--- src/rtl/xirq_pkg.sv ---
package xirq_pkg;

  localparam int XI_LINES      = 28;
  localparam int DATA_W        = 32;
  localparam int LINES_PER_CFG = 16;
  localparam int CFG_REGS      = (XI_LINES + LINES_PER_CFG - 1) / LINES_PER_CFG;
  localparam int FIELD_W       = 3;
  localparam int FIELD_PITCH   = 4;
  localparam int N_GRP         = 4;
  localparam int ADDR_W        = 2;

  localparam int GRP_LO [N_GRP] = '{0, 4, 12, 20};
  localparam int GRP_HI [N_GRP] = '{3, 11, 19, 27};

  typedef enum logic [ADDR_W-1:0] {
    RA_CFG_LO = 2'd0,
    RA_CFG_HI = 2'd1,
    RA_MASK   = 2'd2,
    RA_PEND   = 2'd3
  } xi_addr_e;

  typedef enum logic [1:0] {
    TK_LEVEL = 2'd0,
    TK_FALL  = 2'd1,
    TK_RISE  = 2'd2,
    TK_BOTH  = 2'd3
  } xi_kind_e;

  // bit offset of a line's trigger field inside the flattened config words
  function automatic int field_off(int line);
    return (line / LINES_PER_CFG) * DATA_W
         + ((line % LINES_PER_CFG) / 2) * FIELD_PITCH;
  endfunction

  // writable bits of one config word: only fields that own an existing line
  function automatic logic [DATA_W-1:0] cfg_wmask(int word);
    logic [DATA_W-1:0] m;
    m = '0;
    for (int n = 0; n < XI_LINES; n++) begin
      if (n / LINES_PER_CFG == word)
        m[((n % LINES_PER_CFG) / 2) * FIELD_PITCH +: FIELD_W] = '1;
    end
    return m;
  endfunction

endpackage

--- src/rtl/xirq_rst_sync.sv ---
module xirq_rst_sync (
  input  logic clk,
  input  logic rst_n,
  output logic rst_q_n
);
  logic [1:0] st_q;
  logic [1:0] st_d;

  always_comb st_d = {st_q[0], 1'b1};

  always_ff @(posedge clk or negedge rst_n) begin
    if (!rst_n) st_q <= '0;
    else        st_q <= st_d;
  end

  assign rst_q_n = st_q[1];
endmodule

--- src/rtl/xirq_line_sync.sv ---
module xirq_line_sync #(
  parameter int N = xirq_pkg::XI_LINES
) (
  input  logic         clk,
  input  logic         rst_n,
  input  logic [N-1:0] pin,
  output logic [N-1:0] cur,
  output logic [N-1:0] prv
);
  logic [N-1:0] meta_q, cur_q, prv_q;
  logic [N-1:0] meta_d, cur_d, prv_d;

  always_comb begin
    meta_d = pin;
    cur_d  = meta_q;
    prv_d  = cur_q;
  end

  always_ff @(posedge clk or negedge rst_n) begin
    if (!rst_n) begin
      meta_q <= '0;
      cur_q  <= '0;
      prv_q  <= '0;
    end else begin
      meta_q <= meta_d;
      cur_q  <= cur_d;
      prv_q  <= prv_d;
    end
  end

  assign cur = cur_q;
  assign prv = prv_q;
endmodule

--- src/rtl/xirq_trig_detect.sv ---
module xirq_trig_detect
  import xirq_pkg::*;
#(
  parameter int N = XI_LINES
) (
  input  logic [N-1:0]                 cur,
  input  logic [N-1:0]                 prv,
  input  logic [CFG_REGS*DATA_W-1:0]   cfg_flat,
  output logic [N-1:0]                 hit
);
  logic unused_cfg;
  assign unused_cfg = ^cfg_flat;

  for (genvar i = 0; i < N; i++) begin : g_line
    localparam int OFF = field_off(i);
    logic [FIELD_W-1:0] fld;
    logic               h;

    assign fld = cfg_flat[OFF +: FIELD_W];

    always_comb begin
      unique case (xi_kind_e'(fld[2:1]))
        TK_LEVEL: h = fld[0] ? cur[i] : ~cur[i];
        TK_FALL:  h = prv[i] & ~cur[i];
        TK_RISE:  h = ~prv[i] & cur[i];
        default:  h = prv[i] ^ cur[i];
      endcase
    end

    assign hit[i] = h;
  end
endmodule

--- src/rtl/xirq_regfile.sv ---
module xirq_regfile
  import xirq_pkg::*;
#(
  parameter int N = XI_LINES
) (
  input  logic                        clk,
  input  logic                        rst_n,
  input  logic                        wr,
  input  logic [ADDR_W-1:0]           addr,
  input  logic [DATA_W-1:0]           wdata,
  input  logic [N-1:0]                hit,
  output logic [CFG_REGS*DATA_W-1:0]  cfg_flat,
  output logic [N-1:0]                mask_q,
  output logic [N-1:0]                pend_q,
  output logic [DATA_W-1:0]           rdata
);
  localparam int PAD = DATA_W - N;

  logic [DATA_W-1:0] cfg_q [CFG_REGS];

  for (genvar w = 0; w < CFG_REGS; w++) begin : g_cfg
    localparam logic [DATA_W-1:0] WMASK = cfg_wmask(w);
    logic              en;
    logic [DATA_W-1:0] d;

    always_comb begin
      en = wr && (addr == ADDR_W'(w));
      d  = wdata & WMASK;
    end

    always_ff @(posedge clk or negedge rst_n) begin
      if (!rst_n)  cfg_q[w] <= '0;
      else if (en) cfg_q[w] <= d;
    end

    assign cfg_flat[w*DATA_W +: DATA_W] = cfg_q[w];
  end

  // mask register
  logic         mask_en;
  logic [N-1:0] mask_d;

  always_comb begin
    mask_en = wr && (xi_addr_e'(addr) == RA_MASK);
    mask_d  = wdata[N-1:0];
  end

  always_ff @(posedge clk or negedge rst_n) begin
    if (!rst_n)       mask_q <= '1;
    else if (mask_en) mask_q <= mask_d;
  end

  // pending register: new triggers win over a simultaneous clear
  logic [N-1:0] clr;
  logic [N-1:0] pend_d;

  always_comb begin
    clr    = (wr && (xi_addr_e'(addr) == RA_PEND)) ? wdata[N-1:0] : '0;
    pend_d = (pend_q & ~clr) | hit;
  end

  always_ff @(posedge clk or negedge rst_n) begin
    if (!rst_n) pend_q <= '0;
    else        pend_q <= pend_d;
  end

  // read mux
  always_comb begin
    unique case (xi_addr_e'(addr))
      RA_CFG_LO: rdata = cfg_q[0];
      RA_CFG_HI: rdata = cfg_q[1];
      RA_MASK:   rdata = {{PAD{1'b0}}, mask_q};
      default:   rdata = {{PAD{1'b0}}, pend_q};
    endcase
  end
endmodule

--- src/rtl/xirq_group_merge.sv ---
module xirq_group_merge
  import xirq_pkg::*;
#(
  parameter int N = XI_LINES,
  parameter int G = N_GRP
) (
  input  logic [N-1:0] pend,
  input  logic [N-1:0] mask,
  output logic [G-1:0] grp
);
  logic [N-1:0] live;
  assign live = pend & ~mask;

  for (genvar g = 0; g < G; g++) begin : g_grp
    localparam int LO = GRP_LO[g];
    localparam int HI = GRP_HI[g];
    assign grp[g] = |live[HI:LO];
  end
endmodule

--- src/rtl/xirq_group_ctrl.sv ---
module xirq_group_ctrl
  import xirq_pkg::*;
(
  input  logic                 clk,
  input  logic                 rst_n,
  input  logic [XI_LINES-1:0]  ext_irq,
  input  logic                 reg_wr,
  input  logic [ADDR_W-1:0]    reg_addr,
  input  logic [DATA_W-1:0]    reg_wdata,
  output logic [DATA_W-1:0]    reg_rdata,
  output logic [N_GRP-1:0]     grp_irq
);
  logic                        rst_q_n;
  logic [XI_LINES-1:0]         smp_cur, smp_prv, hit;
  logic [XI_LINES-1:0]         mask_q, pend_q;
  logic [CFG_REGS*DATA_W-1:0]  cfg_flat;

  xirq_rst_sync i_rst (
    .clk     (clk),
    .rst_n   (rst_n),
    .rst_q_n (rst_q_n)
  );

  xirq_line_sync #(.N(XI_LINES)) i_sync (
    .clk   (clk),
    .rst_n (rst_q_n),
    .pin   (ext_irq),
    .cur   (smp_cur),
    .prv   (smp_prv)
  );

  xirq_trig_detect #(.N(XI_LINES)) i_det (
    .cur      (smp_cur),
    .prv      (smp_prv),
    .cfg_flat (cfg_flat),
    .hit      (hit)
  );

  xirq_regfile #(.N(XI_LINES)) i_regs (
    .clk      (clk),
    .rst_n    (rst_q_n),
    .wr       (reg_wr),
    .addr     (reg_addr),
    .wdata    (reg_wdata),
    .hit      (hit),
    .cfg_flat (cfg_flat),
    .mask_q   (mask_q),
    .pend_q   (pend_q),
    .rdata    (reg_rdata)
  );

  xirq_group_merge #(.N(XI_LINES), .G(N_GRP)) i_merge (
    .pend (pend_q),
    .mask (mask_q),
    .grp  (grp_irq)
  );
endmodule

--- config.mk ---
export PLATFORM = sky130hd
export DESIGN_NAME = xirq_group_ctrl
export DESIGN_NICKNAME = d
export VERILOG_FILES = /design/src/rtl/xirq_pkg.sv /design/src/rtl/xirq_rst_sync.sv /design/src/rtl/xirq_line_sync.sv /design/src/rtl/xirq_trig_detect.sv /design/src/rtl/xirq_regfile.sv /design/src/rtl/xirq_group_merge.sv /design/src/rtl/xirq_group_ctrl.sv
export SDC_FILE = /design/constraint.sdc
export NUM_CORES = 1
export LEC_CHECK = 0
export BUFFER_PORTS_ARGS = -buffer_cell sky130_fd_sc_hd__buf_4
export CORE_UTILIZATION = 53
export DETAILED_ROUTE_END_ITERATION = 12
export HOLD_SLACK_MARGIN = 0.02
export PLACE_DENSITY = 0.75
export RECOVER_POWER = 50
export SYNTH_ARGS = -nofsm -noshare
export SYNTH_HDL_FRONTEND = slang
export SYNTH_SLANG_ARGS = --single-unit
--- constraint.sdc ---
create_clock -name clk -period 5.5 [get_ports clk]
set_input_delay 0.275 -clock clk [delete_from_list [all_inputs] [get_ports clk]]
set_output_delay 0.275 -clock clk [all_outputs]
set_load 0.005 [all_outputs]
==> run summary, run 1 <==
outcome: complete, but fails checks
failing checks: max-capacitance violations, max-slew violations
global route total overflow: 0
ys async rst share: 1.000
RSZ-0062 raised after global routing: no
GPL Wtd Cong: 0.8082
gr usage total: 0.2410
Reg2Reg Depth: 1
P&R area growth vs syn: 19.50%
CP Max Fanout: 32
Die Y: 129.8 um
Static Leakage: 0.004982 uW
most common cell in the netlist: dfrtp_1
clock-pin slew on the worst setup and hold paths: 0.06 ns
wire length on met1: 7942 um
# fillers: 1200
Worst Hold End: i_regs.cfg_flat[28]
EDFF count, synth: 0
min-delay src: reg_wdata[28]
syn nets: 859
CTS Buffer Depth: 2
sequential-to-total area share from yosys stat: 0.5356
fin cells: 1081
wire length on met3: 739 um
max_cap viols: 2
Vias: 5769
max frequency: 284.0 MHz
Setup WS pre-CTS: 3.187 ns
relative slew slack: -0.7661
Final Max Tran Viols: 103
pwr/cell area: 338.8 nW/um^2
area share of the largest cell type after synthesis: 0.4507
first-pass GRT wire length: 30520 um
post-route ant nets: 0
width of the die: 129.8 um
# IOs: 101
top layer in use: met4
Sink Count: 184
Num CTS Buffers: 17
fin crit period: 3.521 ns
multi-input logic area: 3393 um^2
Hold Vio Cnt, Final: 0
IO buf count: 98
Initial DRT Pass Iterations: 5
DRC: 0
Starting Density: 0.5433
Worst R2R Setup Slack: 2.37 ns
FF-to-FF Start: i_rst.st_q[1]
vias in the first global route: 6180
Synth area leader: dfrtp_1
Startpoint Class: input port
area of the mapped netlist: 8662 um^2
antenna cells: 0
die area: 16860 um^2
CP Cell Sequence: clkbuf_1, nor2_1, and2_0, buf_4, mux2_4
core box area: 15940 um^2
Mean Syn Cell Area: 11.74 um^2
Main synth FF type: dfrtp_1
routed vias/inst: 5.337
R2R Path End: i_sync.cur[21]
initial antenna violation count: 0
Tightest Pin Transition: 2.649 ns
Synth Instances: 738
CP max stage cell: clkbuf_1
setup TNS: 0 ns
Worst VDD drop: 0.0002590 V
slowest cell delay on critical path: 1.73 ns
Post-Place Cells: 1020
hold depth: 2
htree depth: 4
arrival time at the worst endpoint: 3.84 ns
DRT iter0 DRCs: 449
Routed WL per cell: 17.00 um
Pwr Total: 3507 uW
Worst-Skew Late Latency: 0.43 ns
nature of the critical path endpoint: flop
Yosys warning total: 0
Final WS setup: 1.979 ns
FF+latch area: 4639 um^2
fraction of layout cells with a size suffix above 1: 0.2277
Setup Crit Path Kind: in -> reg
row cnt: 46
final wirelength: 18380 um
largest cells by area after synthesis: dfrtp_1 45%, dfstp_2 8.5%, ha_1 8.1%
final setup fails: 0
CTS tree: built
top post-synthesis cells by count: 156 x dfrtp_1, 112 x inv_1, 74 x nand2_1, 74 x o21ai_0, 56 x ha_1
clk_skew: 0.007453 ns
Layout Nets: 973
Synth cell types: 32
post-CTS sizing: 0
Root Buffer: clkbuf_16
largest net degree at the start of global routing: 72
min-delay worst type: in -> reg
worst endpoint required time: 5.82 ns
#FFs+latches synth: 184
final cycle utilization of the critical path: 0.6402
Detail Placement HPWL: 12650 um
DR WL met2: 9260 um
[cell usage in the layout, fill, tap and decap left out, drive strengths merged, types with 2 or more instances in the layout]
cell / Yosys / routed
dfrtp: 156 / 156
inv: 112 / 112
nand2: 74 / 74
o21ai: 74 / 74
buf: 20 / 72
ha: 56 / 56
o211ai: 55 / 55
clkbuf: 16 / 55
mux2i: 34 / 34
dlygate4sd3: 0 / 29
dfstp: 28 / 28
xnor2: 27 / 27
mux2: 27 / 27
mux4: 18 / 18
o22ai: 12 / 12
nor2b: 7 / 7
and2: 4 / 4
clkinv: 0 / 4
a22o: 3 / 3
or4: 3 / 3
nand3b: 3 / 3
conb: 2 / 2
bufinv: 0 / 2
[power breakdown]
| group | total (uW) | leakage [uW] | internal [uW] | switching, uW |
|---|---|---|---|---|
| Sequential | 1720 | 0.00207 | 1530 | 196 |
| Combinational | 564 | 0.00263 | 325 | 239 |
| Clock | 1220 | 0.000287 | 716 | 504 |
| Total | 3510 | 0.00498 | 2570 | 939 |
[logic make-up after synthesis]
| logic type | after synthesis | share of synthesized area |
|---|---|---|
| flops | 184 | 0.5356 |
| buf+inv | 148 | 0.07005 |
| compound gates | 146 | 0.1040 |
| simple gates | 95 | 0.05041 |
| mux | 79 | 0.1299 |
| fa+ha+maj | 56 | 0.08089 |
| xor+xnor | 28 | 0.02831 |
| other cells | 2 | 0.0008670 |
[registers in the layout (all words and copies together), names as in the netlist]
register / flops
i_sync.cur: 28
i_rst.st_q: 2
i_regs.pend_q: 28
i_regs.mask_q: 28
i_sync.prv: 28
i_sync.cur_d: 28
i_regs.cfg_flat: 42
[worst max-delay path by stage]
stage	from	end	slack [ns]	depth (start not counted)
finish	reg_addr[0]	i_regs.cfg_flat[4]	1.98	5
global route	i_rst.st_q[1]	i_sync.prv[21]	1.71	1
CTS	i_regs.mask_q[18]	grp_irq[2]	3.40	3
detailed placement	reg_addr[0]	i_regs.cfg_flat[0]	3.19	5
global placement	reg_addr[0]	i_regs.cfg_flat[0]	3.24	5
floorplan	i_rst.st_q[1]	i_regs.cfg_flat[0]	0.04	0
[timing repair]
| item | CTS | global route |
|---|---|---|
| buffers inserted | 0 | 0 |
| endpoints found under the hold margin | 30 | 0 |
| hold buffers | 29 | 0 |
[metrics by stage]
step                hold WS, ns  area [um^2]    util
finish                  0.05763        10350  0.6493
global placement        0.05705         9515  0.5968
detailed placement      0.05821         9515  0.5968
CTS                     0.05256        10390  0.6519
floorplan              -0.02059         8662       -
global route            0.06385        10350  0.6493
[routing by layer]
layer,up-vias,track usage
met2,144,0.4064
met1,2892,0.3049
met5,-,0
met4,0,0.1060
li1,2698,-
met3,35,0.04469
[final cells by class]
| type | count | share of cell area |
|---|---|---|
| clock inverter | 7 | 0.008824 |
| clock buffer | 25 | 0.04787 |
| inverter | 112 | 0.04061 |
| sequential | 184 | 0.4482 |
| timing repair buffer | 131 | 0.1006 |
| multi-input combinational | 406 | 0.3278 |
| tap | 216 | 0.02611 |
[worst max-delay path, delay by kind of cell]
family | cells | cell delay (ns)
mux | 1 | 0.34
buf+inv | 2 | 2.10
simple gates | 2 | 1.09
(Power assumes the default switching activity.)
==> inputs of run 2 (changes only) <==
==> constraint.sdc (replaced) <==
create_clock -name clk -period 3.2 [get_ports clk]
set_input_delay 0.16 -clock clk [delete_from_list [all_inputs] [get_ports clk]]
set_output_delay 0.16 -clock clk [all_outputs]
set_load 0.005 [all_outputs]
==> run 2 against run 1 <==
Effect of this change:
- the run now ends clean
- register-to-register slack got worse by 0.87 ns
- sequential cell count did not move
- clock-buffer cell count fell by 8
- power rose by 75%
- critical path depth fell by 2
- clock power rose by 76%
- via count rose by 2.6%
- worst setup slack got worse by 0.78 ns
- critical path type is now reg -> out
- critical endpoint is now grp_irq[2]
==> run summary, run 2 (same netlist as run 1, synthesis figures left out) <==
final wirelength: 19060 um
Reg2Reg Depth: 1
clock-pin slew on the worst setup and hold paths: 0.07 ns
fin crit period: 1.999 ns
pwr/cell area: 570.4 nW/um^2
most frequent cells in the layout: 156 x dfrtp_1, 112 x inv_1, 74 x nand2_1, 74 x o21ai_0, 71 x buf_4
Die Y: 129.8 um
CTS tree: built
antenna cells: 0
GPL Wtd Cong: 0.7954
Worst VDD drop: 0.0004445 V
final setup fails: 0
Detail Placement HPWL: 12680 um
Static Leakage: 0.005152 uW
Layout Nets: 1004
largest net degree at the start of global routing: 62
max_cap viols: 0
R2R Path End: i_regs.mask_q[22]
htree depth: 4
FF+latch area: 4639 um^2
Setup Crit Path Kind: reg -> out
nature of the critical path endpoint: output pin
outcome: complete, no violations
Sink Count: 184
max FFs per register: 42
fraction of layout cells with a size suffix above 1: 0.2333
width of the die: 129.8 um
CP Max Fanout: 3
post-CTS sizing: 0
Setup Fix Bufs, Post-CTS: 0
CP Cell Sequence: o22ai_1, or4_1, buf_4
FF-to-FF Start: i_rst.st_q[1]
Starting Density: 0.5433
routed vias/inst: 5.322
# fillers: 1125
IO buf count: 98
setup TNS: 0 ns
Num CTS Buffers: 17
most common cell after layout, fill and taps aside: dfrtp_1
DRC: 0
DRT iter0 DRCs: 404
relative slew slack: 0.09219
die area: 16860 um^2
first-pass GRT wire length: 31600 um
core box area: 15940 um^2
gr usage total: 0.2494
CP max stage cell: or4_1
Worst-Skew Late Latency: 0.43 ns
CTS Buffer Depth: 2
post-route ant nets: 0
Root Buffer: clkbuf_16
P&R area growth vs syn: 24.02%
Initial DRT Pass Iterations: 5
# IOs: 101
hold_ws: 0.04436 ns
Tightest Pin Transition: 1.362 ns
multi-input logic area: 3416 um^2
Final Max Tran Viols: 0
# hold bufs at CTS: 59
initial antenna violation count: 0
arrival time at the worst endpoint: 1.84 ns
Routed WL per cell: 17.14 um
slowest cell delay on critical path: 0.60 ns
clk_skew: 0.008951 ns
Vias: 5918
final cycle utilization of the critical path: 0.6248
worst endpoint required time: 3.04 ns
max frequency: 500.2 MHz
vias in the first global route: 6209
Hold Vio Cnt, Final: 0
Startpoint Class: flop
row cnt: 46
RSZ-0062 raised after global routing: no
min-delay worst type: in -> async
Worst R2R Setup Slack: 1.50 ns
global route total overflow: 0
[run 2: worst max path at each step]
stage	start	slack [ns]	to	cells after the start
after detailed placement	reg_addr[0]	1.20	i_regs.cfg_flat[1]	5
after floorplan	i_rst.st_q[1]	0.19	i_regs.cfg_flat[0]	0
after CTS	i_regs.mask_q[18]	1.21	grp_irq[2]	3
after global placement	reg_addr[0]	1.23	i_regs.cfg_flat[0]	5
after global routing	i_regs.mask_q[18]	1.15	grp_irq[2]	3
final	i_regs.mask_q[12]	1.20	grp_irq[2]	3
[run 2: metrics by stage]
step / instances / total power, uW / instance area (um^2) / util / worst slack (ns)
after detailed placement: 1021 / 3951 / 9560 / 0.5997 / 1.202
after global placement: 1021 / 3880 / 9560 / 0.5997 / 1.227
after floorplan: 738 / 3550 / 8663 / - / 0.1898
after CTS: 1112 / 6162 / 10750 / 0.6745 / 1.207
final: 1112 / 6127 / 10740 / 0.6738 / 1.201
after global routing: 1112 / 6419 / 10740 / 0.6738 / 1.150
[run 2: where the power goes]
| group | switching (uW) | internal, uW | leakage [uW] |
|---|---|---|---|
| clock network | 916 | 1230 | 0.000293 |
| logic | 429 | 594 | 0.00279 |
| registers | 333 | 2620 | 0.00207 |
| total | 1680 | 4450 | 0.00515 |
[run 2: area by class of cell]
cell class / instances / area share
multi-input cells: 406 / 0.3180
inverters: 112 / 0.03913
repair buffers: 162 / 0.1297
flip-flops and latches: 184 / 0.4319
clock inverters: 15 / 0.01654
well taps: 216 / 0.02516
clock buffers: 17 / 0.03960
[run 2: routing by layer]
layer,vias to the layer above,share of wire,GRT usage
met5,-,0,0
met4,0,0.023,0.1026
met2,185,0.50,0.4133
met1,2935,0.43,0.3230
li1,2759,-,-
met3,39,0.042,0.04920
[run 2: worst max-delay path, delay by kind of cell (launching register included)]
family / cells / cell delay [ns]
AO/OA/AOI/OAI: 1 / 0.07
flip-flops: 1 / 0.55
buffers and inverters: 1 / 0.18
AND/OR/NAND/NOR: 1 / 0.60
